**config.mk**
```make
export PLATFORM = sky130hd
export DESIGN_NAME = ovf_timer_pair
export DESIGN_NICKNAME = d
export VERILOG_FILES = /design/src/rtl/ovt_pkg.sv /design/src/rtl/ovt_prescaler.sv /design/src/rtl/ovt_counter.sv /design/src/rtl/ovt_unit.sv /design/src/rtl/ovf_timer_pair.sv
export SDC_FILE = /design/constraint.sdc
export NUM_CORES = 1
export LEC_CHECK = 0
export BUFFER_PORTS_ARGS = -buffer_cell sky130_fd_sc_hd__buf_2
export CAP_MARGIN = 20
export CELL_PAD_IN_SITES_DETAIL_PLACEMENT = 0
export CELL_PAD_IN_SITES_GLOBAL_PLACEMENT = 1
export CORE_ASPECT_RATIO = 0.5
export CORE_MARGIN = 2
export CORE_UTILIZATION = 51
export DETAILED_ROUTE_END_ITERATION = 8
export HOLD_SLACK_MARGIN = 0.06
export PLACE_DENSITY_LB_ADDON = 0.05
export SKIP_CTS_REPAIR_TIMING = 1
export SYNTH_ARGS = -nofsm -noshare
export SYNTH_HDL_FRONTEND = slang
export SYNTH_SLANG_ARGS = --single-unit
```
**constraint.sdc**
```tcl
create_clock -name clk -period 4.7 [get_ports clk]
set_input_delay 0.94 -clock clk [delete_from_list [all_inputs] [get_ports clk]]
set_output_delay 0.94 -clock clk [all_outputs]
set_load 0.02 [all_outputs]
```
**src/rtl/ovt_pkg.sv**
```systemverilog
package ovt_pkg;

   localparam logic [5:0] OFS_FLAG  = 6'h00;
   localparam logic [5:0] OFS_COUNT = 6'h04;
   localparam logic [5:0] OFS_CTRL  = 6'h10;
   localparam logic [5:0] OFS_SETUP = 6'h20;
   localparam logic [5:0] OFS_PSC   = 6'h24;
   localparam logic [5:0] OFS_START = 6'h28;

   // packed: last field is bit 0
   typedef struct packed {
      logic run;
      logic load;
   } ctrl_t;

   typedef struct packed {
      logic irq_en;
      logic enable;
   } setup_t;

endpackage

```
**src/rtl/ovt_prescaler.sv**
```systemverilog
module ovt_prescaler #(
   parameter int DIV_W = 32
) (
   input  logic             clk,
   input  logic             rst_n,
   input  logic             run,
   input  logic [DIV_W-1:0] div,
   output logic             tick
);

   logic [DIV_W-1:0] phase_q;
   logic             at_end;

   assign at_end = (phase_q == div);
   assign tick   = run & at_end;

   always_ff @(posedge clk or negedge rst_n) begin
      if (!rst_n) begin
         phase_q <= '0;
      end else if (!run || at_end) begin
         phase_q <= '0;
      end else begin
         phase_q <= phase_q + 1'b1;
      end
   end

endmodule

```
**src/rtl/ovt_counter.sv**
```systemverilog
module ovt_counter #(
   parameter int CNT_W = 32
) (
   input  logic             clk,
   input  logic             rst_n,
   input  logic             load,
   input  logic [CNT_W-1:0] start_val,
   input  logic             step,
   output logic [CNT_W-1:0] count,
   output logic             wrap
);

   assign wrap = step & ~load & (&count);

   always_ff @(posedge clk or negedge rst_n) begin
      if (!rst_n) begin
         count <= '0;
      end else if (load) begin
         count <= start_val;
      end else if (step) begin
         count <= count + 1'b1;
      end
   end

endmodule

```
**src/rtl/ovt_unit.sv**
```systemverilog
module ovt_unit
   import ovt_pkg::*;
#(
   parameter int CNT_W   = 32,
   parameter int DIV_W   = 32,
   parameter int DATA_W  = 32,
   parameter int OFF_W   = 6,
   parameter bit USE_DIV = 1'b1
) (
   input  logic              clk,
   input  logic              rst_n,
   input  logic              wr_en,
   input  logic              rd_en,
   input  logic [OFF_W-1:0]  off,
   input  logic [DATA_W-1:0] wdata,
   output logic [DATA_W-1:0] rdata,
   output logic              irq,
   output logic [CNT_W-1:0]  cnt_o,
   output logic              flag_o,
   output logic              load_o,
   output logic              tick_o,
   output logic [CNT_W-1:0]  start_o,
   output logic              irq_en_o
);

   ctrl_t            ctrl_q;
   setup_t           setup_q;
   logic [CNT_W-1:0] start_q;
   logic [DIV_W-1:0] div_rd;
   logic             flag_q;
   logic             run;
   logic             tick;
   logic             wrap;
   logic [CNT_W-1:0] count;

   logic hit_flag, hit_count, hit_ctrl, hit_setup, hit_psc, hit_start;

   assign hit_flag  = (off == OFF_W'(OFS_FLAG));
   assign hit_count = (off == OFF_W'(OFS_COUNT));
   assign hit_ctrl  = (off == OFF_W'(OFS_CTRL));
   assign hit_setup = (off == OFF_W'(OFS_SETUP));
   assign hit_psc   = (off == OFF_W'(OFS_PSC));
   assign hit_start = (off == OFF_W'(OFS_START));

   always_ff @(posedge clk or negedge rst_n) begin
      if (!rst_n) begin
         ctrl_q  <= '0;
         setup_q <= '0;
         start_q <= '0;
      end else if (wr_en) begin
         if (hit_ctrl)  ctrl_q  <= ctrl_t'(wdata[1:0]);
         if (hit_setup) setup_q <= setup_t'(wdata[1:0]);
         if (hit_start) start_q <= wdata[CNT_W-1:0];
      end
   end

   // a wrap in the same clock beats a clearing write
   always_ff @(posedge clk or negedge rst_n) begin
      if (!rst_n) begin
         flag_q <= 1'b0;
      end else if (wrap) begin
         flag_q <= 1'b1;
      end else if (wr_en && hit_flag && wdata[0]) begin
         flag_q <= 1'b0;
      end
   end

   assign run = setup_q.enable & ctrl_q.run & ~ctrl_q.load;

   generate
      if (USE_DIV) begin : g_div
         logic [DIV_W-1:0] div_q;
         always_ff @(posedge clk or negedge rst_n) begin
            if (!rst_n) begin
               div_q <= '0;
            end else if (wr_en && hit_psc) begin
               div_q <= wdata[DIV_W-1:0];
            end
         end
         assign div_rd = div_q;
         ovt_prescaler #(.DIV_W(DIV_W)) u_psc (
            .clk  (clk),
            .rst_n(rst_n),
            .run  (run),
            .div  (div_q),
            .tick (tick)
         );
      end else begin : g_nodiv
         assign div_rd = '0;
         assign tick   = run;
      end
   endgenerate

   ovt_counter #(.CNT_W(CNT_W)) u_cnt (
      .clk      (clk),
      .rst_n    (rst_n),
      .load     (ctrl_q.load),
      .start_val(start_q),
      .step     (tick),
      .count    (count),
      .wrap     (wrap)
   );

   always_comb begin
      rdata = '0;
      if (rd_en) begin
         if (hit_flag)  rdata = DATA_W'(flag_q);
         if (hit_count) rdata = DATA_W'(count);
         if (hit_ctrl)  rdata = DATA_W'(ctrl_q);
         if (hit_setup) rdata = DATA_W'(setup_q);
         if (hit_psc)   rdata = DATA_W'(div_rd);
         if (hit_start) rdata = DATA_W'(start_q);
      end
   end

   assign irq      = flag_q & setup_q.irq_en;
   assign cnt_o    = count;
   assign flag_o   = flag_q;
   assign load_o   = ctrl_q.load;
   assign tick_o   = tick;
   assign start_o  = start_q;
   assign irq_en_o = setup_q.irq_en;

endmodule

```
**src/rtl/ovf_timer_pair.sv**
```systemverilog
module ovf_timer_pair #(
   parameter int NUM_UNITS   = 2,
   parameter int CNT_W       = 32,
   parameter int DIV_W       = 32,
   parameter int DATA_W      = 32,
   parameter int ADDR_W      = 8,
   parameter int STRIDE_LOG2 = 6,
   parameter bit USE_DIV     = 1'b1
) (
   input  logic                 clk,
   input  logic                 rst_n,
   input  logic                 bus_wr_en,
   input  logic                 bus_rd_en,
   input  logic [ADDR_W-1:0]    bus_addr,
   input  logic [DATA_W-1:0]    bus_wdata,
   output logic [DATA_W-1:0]    bus_rdata,
   output logic [NUM_UNITS-1:0] irq
);

   localparam int SEL_W = ADDR_W - STRIDE_LOG2;

   generate
      if (CNT_W > DATA_W || DIV_W > DATA_W) begin : g_bad_width
         $error("counter and prescale widths must fit the data bus");
      end
      if (STRIDE_LOG2 < 6) begin : g_bad_stride
         $error("stride must cover the 0x28 register offset");
      end
      if (SEL_W < 1 || NUM_UNITS > (1 << SEL_W)) begin : g_bad_map
         $error("address width too small for the number of timers");
      end
   endgenerate

   logic [SEL_W-1:0]       unit_idx;
   logic [STRIDE_LOG2-1:0] unit_off;

   assign unit_idx = bus_addr[ADDR_W-1:STRIDE_LOG2];
   assign unit_off = bus_addr[STRIDE_LOG2-1:0];

   logic [NUM_UNITS-1:0][DATA_W-1:0] unit_rdata;
   logic [NUM_UNITS-1:0][CNT_W-1:0]  unit_cnt;
   logic [NUM_UNITS-1:0][CNT_W-1:0]  unit_start;
   logic [NUM_UNITS-1:0]             unit_flag;
   logic [NUM_UNITS-1:0]             unit_load;
   logic [NUM_UNITS-1:0]             unit_tick;
   logic [NUM_UNITS-1:0]             unit_irq_en;

   for (genvar gi = 0; gi < NUM_UNITS; gi++) begin : g_unit
      logic sel;
      assign sel = (unit_idx == SEL_W'(gi));

      ovt_unit #(
         .CNT_W  (CNT_W),
         .DIV_W  (DIV_W),
         .DATA_W (DATA_W),
         .OFF_W  (STRIDE_LOG2),
         .USE_DIV(USE_DIV)
      ) u_unit (
         .clk     (clk),
         .rst_n   (rst_n),
         .wr_en   (bus_wr_en & sel),
         .rd_en   (bus_rd_en & sel),
         .off     (unit_off),
         .wdata   (bus_wdata),
         .rdata   (unit_rdata[gi]),
         .irq     (irq[gi]),
         .cnt_o   (unit_cnt[gi]),
         .flag_o  (unit_flag[gi]),
         .load_o  (unit_load[gi]),
         .tick_o  (unit_tick[gi]),
         .start_o (unit_start[gi]),
         .irq_en_o(unit_irq_en[gi])
      );
   end

   always_comb begin
      bus_rdata = '0;
      for (int k = 0; k < NUM_UNITS; k++) begin
         bus_rdata = bus_rdata | unit_rdata[k];
      end
   end

endmodule

```
==> metrics.csv <==
metric;value;unit
postLayoutCoreUtil;58.2;%
cp-end-kind;output pin;
pre_cts_ws;437;ps
drt_first_pass_iters;7;
htree_levels;1;
antenna_left;0;
max_stage_delay;630;ps
via_count;12200;
maxSlewHeadroom;36.8;%
worstReg2RegStart;g_unit[1].u_unit.div_rd[12];
slew_viol_final;0;
place_inst;1863;
totalWireLength;49100;µm
drv_cap;0;
synth_edf_count;0;
die_x;243;µm
worst_ep_required_time;3760;ps
yosysTopAreaCellShare;45.7;%
grt_pass1_vias;11400;
gr-total-overflow;0;
seq_area_frac_synth;45.7;%
finalCritPeriodShare;90.6;%
antenna_found_initial;2;
status;completed;
arrival;3320;ps
design_area;16200;µm²
synth_cell_types;62;
path_max_fanout;46;
rows;43;
grt_max_degree;112;
nNetsFinal;1557;
fin_cells;1909;
synth.area.top_cells;dfrtp_1, mux2_2, xor2_1, a22oi_1, nor2_1;
place.gp.congestion;0.935;
final-setup-viol-count;0;
cts_sinks;266;
fill_cells;2491;
async_reset_ff_share;100;%
grt_usage;33.0;%
syn_nets;1518;
syn_area;14600;µm²
ys_ff_latch;266;
hold_ws;400;ps
p_leak;7.05;nW
fin_skew;16.7;ps
holdCritPathClass;primary input to asynchronous set/reset pin;
diodes;0;
worstSkewPairLatency;560;ps
critPathKind;primary input to output pin;
syn_inst;1470;
setup_tns;0;ps
post-dp-hpwl;36200;µm
drive_gt1_share;20.0;%
cts_root_buf;clkbuf_16;
crit_chain;buf_2 > or4b_1 > nor2_4 > buf_12 > a22oi_1 > o22ai_1 > nor2_1 > a21oi_1 > buf_2;
initial_utilization;52.2;%
cpLargestDelayFamily;simple AND/OR/NAND/NOR gates;
path_clk_slew;60;ps
ys.flop_type;dfrtp_1;
peakVddDrop;256;µV
worst_r2r_path_depth;6;
power.total;5.18;mW
synth_top_area_cell;dfrtp_1;
postLayoutSetupSlackWorst;440;ps
critPathMostFrequentCell;buf_2;
placed_area;15400;µm²
cts_tree;built;
grt_setup_unrepaired;false;
fin_crit;4260;ps
fp.coreArea;27900;µm²
worst_pin_slew;940;ps
die_area;30000;µm²
wire_per_inst;25.7;µm
grt_pass1_wl;73000;µm
r2r_end;g_unit[1].u_unit.u_cnt.count[29];
route.detailed.drc;0;
syn_area_per_cell;9.90;µm²
area_growth;11.3;%
critPathLaunchType;primary input;
r2r_slack;1550;ps
port_buffers;77;
io_pins;78;
drt_first_iter_violations;1666;
finalHoldViolCount;0;
via_per_inst;6.40;
cts_made_buffers;26;
p_per_area;320;nW/µm²
critPathSlowestCell;or4b_1;
cp_num_buf_inv;3;
fmax;235;MHz
yosys_warnings;0;
die_h;123;µm
clock_path_buffers;3;
[Yosys cell counts (21+ instances only)]
cell      count
clkbuf_1     65
xnor2_1      56
o22ai_1      30
buf_1        21
nor3_1       25
nor4_1       54
nand4_1      30
nor2_1      133
xor2_1       97
nand3_1      68
mux2_2      138
dfrtp_1     266
a21oi_1      35
nand2_1     120
o21ai_0      52
a22oi_1      96
[metal layers]
metal  part of all wire, %  up-vias  routed length, µm  global-route usage [%]
li1                      -     5439                  -                       -
met1                    48     6216              23700                    51.9
met2                    39      525              19300                    43.4
met3                    11       46               5580                    11.5
met4                   1.1        0                529                    4.75
met5                     0        -                  0                       0
[layout make-up]
cell class	count	area [µm²]	area share [%]
clock buffer	39	771	4.75
clock inverter	7	66.3	0.409
tap	382	478	2.95
timing repair buffer	103	653	4.03
sequential	266	6660	41.1
multi-input combinational	1095	7520	46.4
inverter	17	63.8	0.394
[logic make-up after synthesis]
logic type / after synthesis / synth area share, %
and+or+nand+nor: 537 / 19.1
DFF: 266 / 45.7
AOI/OAI and AO/OA: 257 / 11.6
xor gates and xnor gates: 153 / 9.20
muxes: 144 / 11.1
buffers and inverters: 109 / 2.94
adders and majority gates: 4 / 0.344
[flip-flops by register name, summed over array words and instances (netlist names)]
signal,flops
g_unit.u_unit.u_cnt.count,64
g_unit.u_unit.g_div.u_psc.phase_q,64
g_unit.u_unit.load_o,2
g_unit.u_unit.start_o,64
g_unit.u_unit.div_rd,64
g_unit.u_unit.ctrl_q,2
g_unit.u_unit.irq_en_o,2
g_unit.u_unit.setup_q,2
g_unit.u_unit.flag_o,2
[worst max-delay path by stage]
stage,slack [ps],start,cells after the start,end
finish,440,bus_addr[1],9,bus_rdata[15]
global route,340,bus_addr[1],9,bus_rdata[15]
CTS,440,bus_addr[1],9,bus_rdata[15]
detailed placement,440,bus_addr[1],9,bus_rdata[15]
global placement,430,bus_addr[1],9,bus_rdata[15]
floorplan,850,bus_addr[1],7,bus_rdata[1]
[layout by cell type, fill, tap and decap left out, drive strengths merged, types with 2 or more instances in the layout]
master | Yosys | routed
a22oi | 96 | 96
mux2i | 6 | 6
clkbuf | 65 | 39
or3b | 2 | 2
and2 | 6 | 6
inv | 17 | 18
o211ai | 8 | 8
and3 | 12 | 12
nand4 | 31 | 31
or2 | 6 | 6
and3b | 4 | 4
a22o | 4 | 4
o311ai | 6 | 6
nor2 | 133 | 133
nand2 | 120 | 120
xnor2 | 56 | 56
clkinv | 0 | 5
nor4 | 60 | 60
a31oi | 5 | 5
xor2 | 97 | 97
or4 | 7 | 7
nand3b | 5 | 5
and4 | 12 | 12
o21ai | 53 | 53
dfrtp | 266 | 266
or3 | 11 | 11
o31ai | 7 | 7
nand3 | 69 | 69
nor3 | 26 | 26
nor3b | 3 | 3
buf | 27 | 103
a21oi | 35 | 35
ha | 4 | 4
nor4b | 4 | 4
nand2b | 7 | 7
a32oi | 2 | 2
o22ai | 30 | 30
a221oi | 4 | 4
mux2 | 138 | 138
nor2b | 16 | 16
[report_power, final]
| part | leakage, nW | switching, mW | internal [mW] | total [mW] |
|---|---|---|---|---|
| Sequential | 3.65 | 0.184 | 2.39 | 2.58 |
| Combinational | 2.99 | 0.320 | 0.171 | 0.491 |
| Clock | 0.417 | 0.924 | 1.19 | 2.11 |
(Power assumes the default switching activity.)
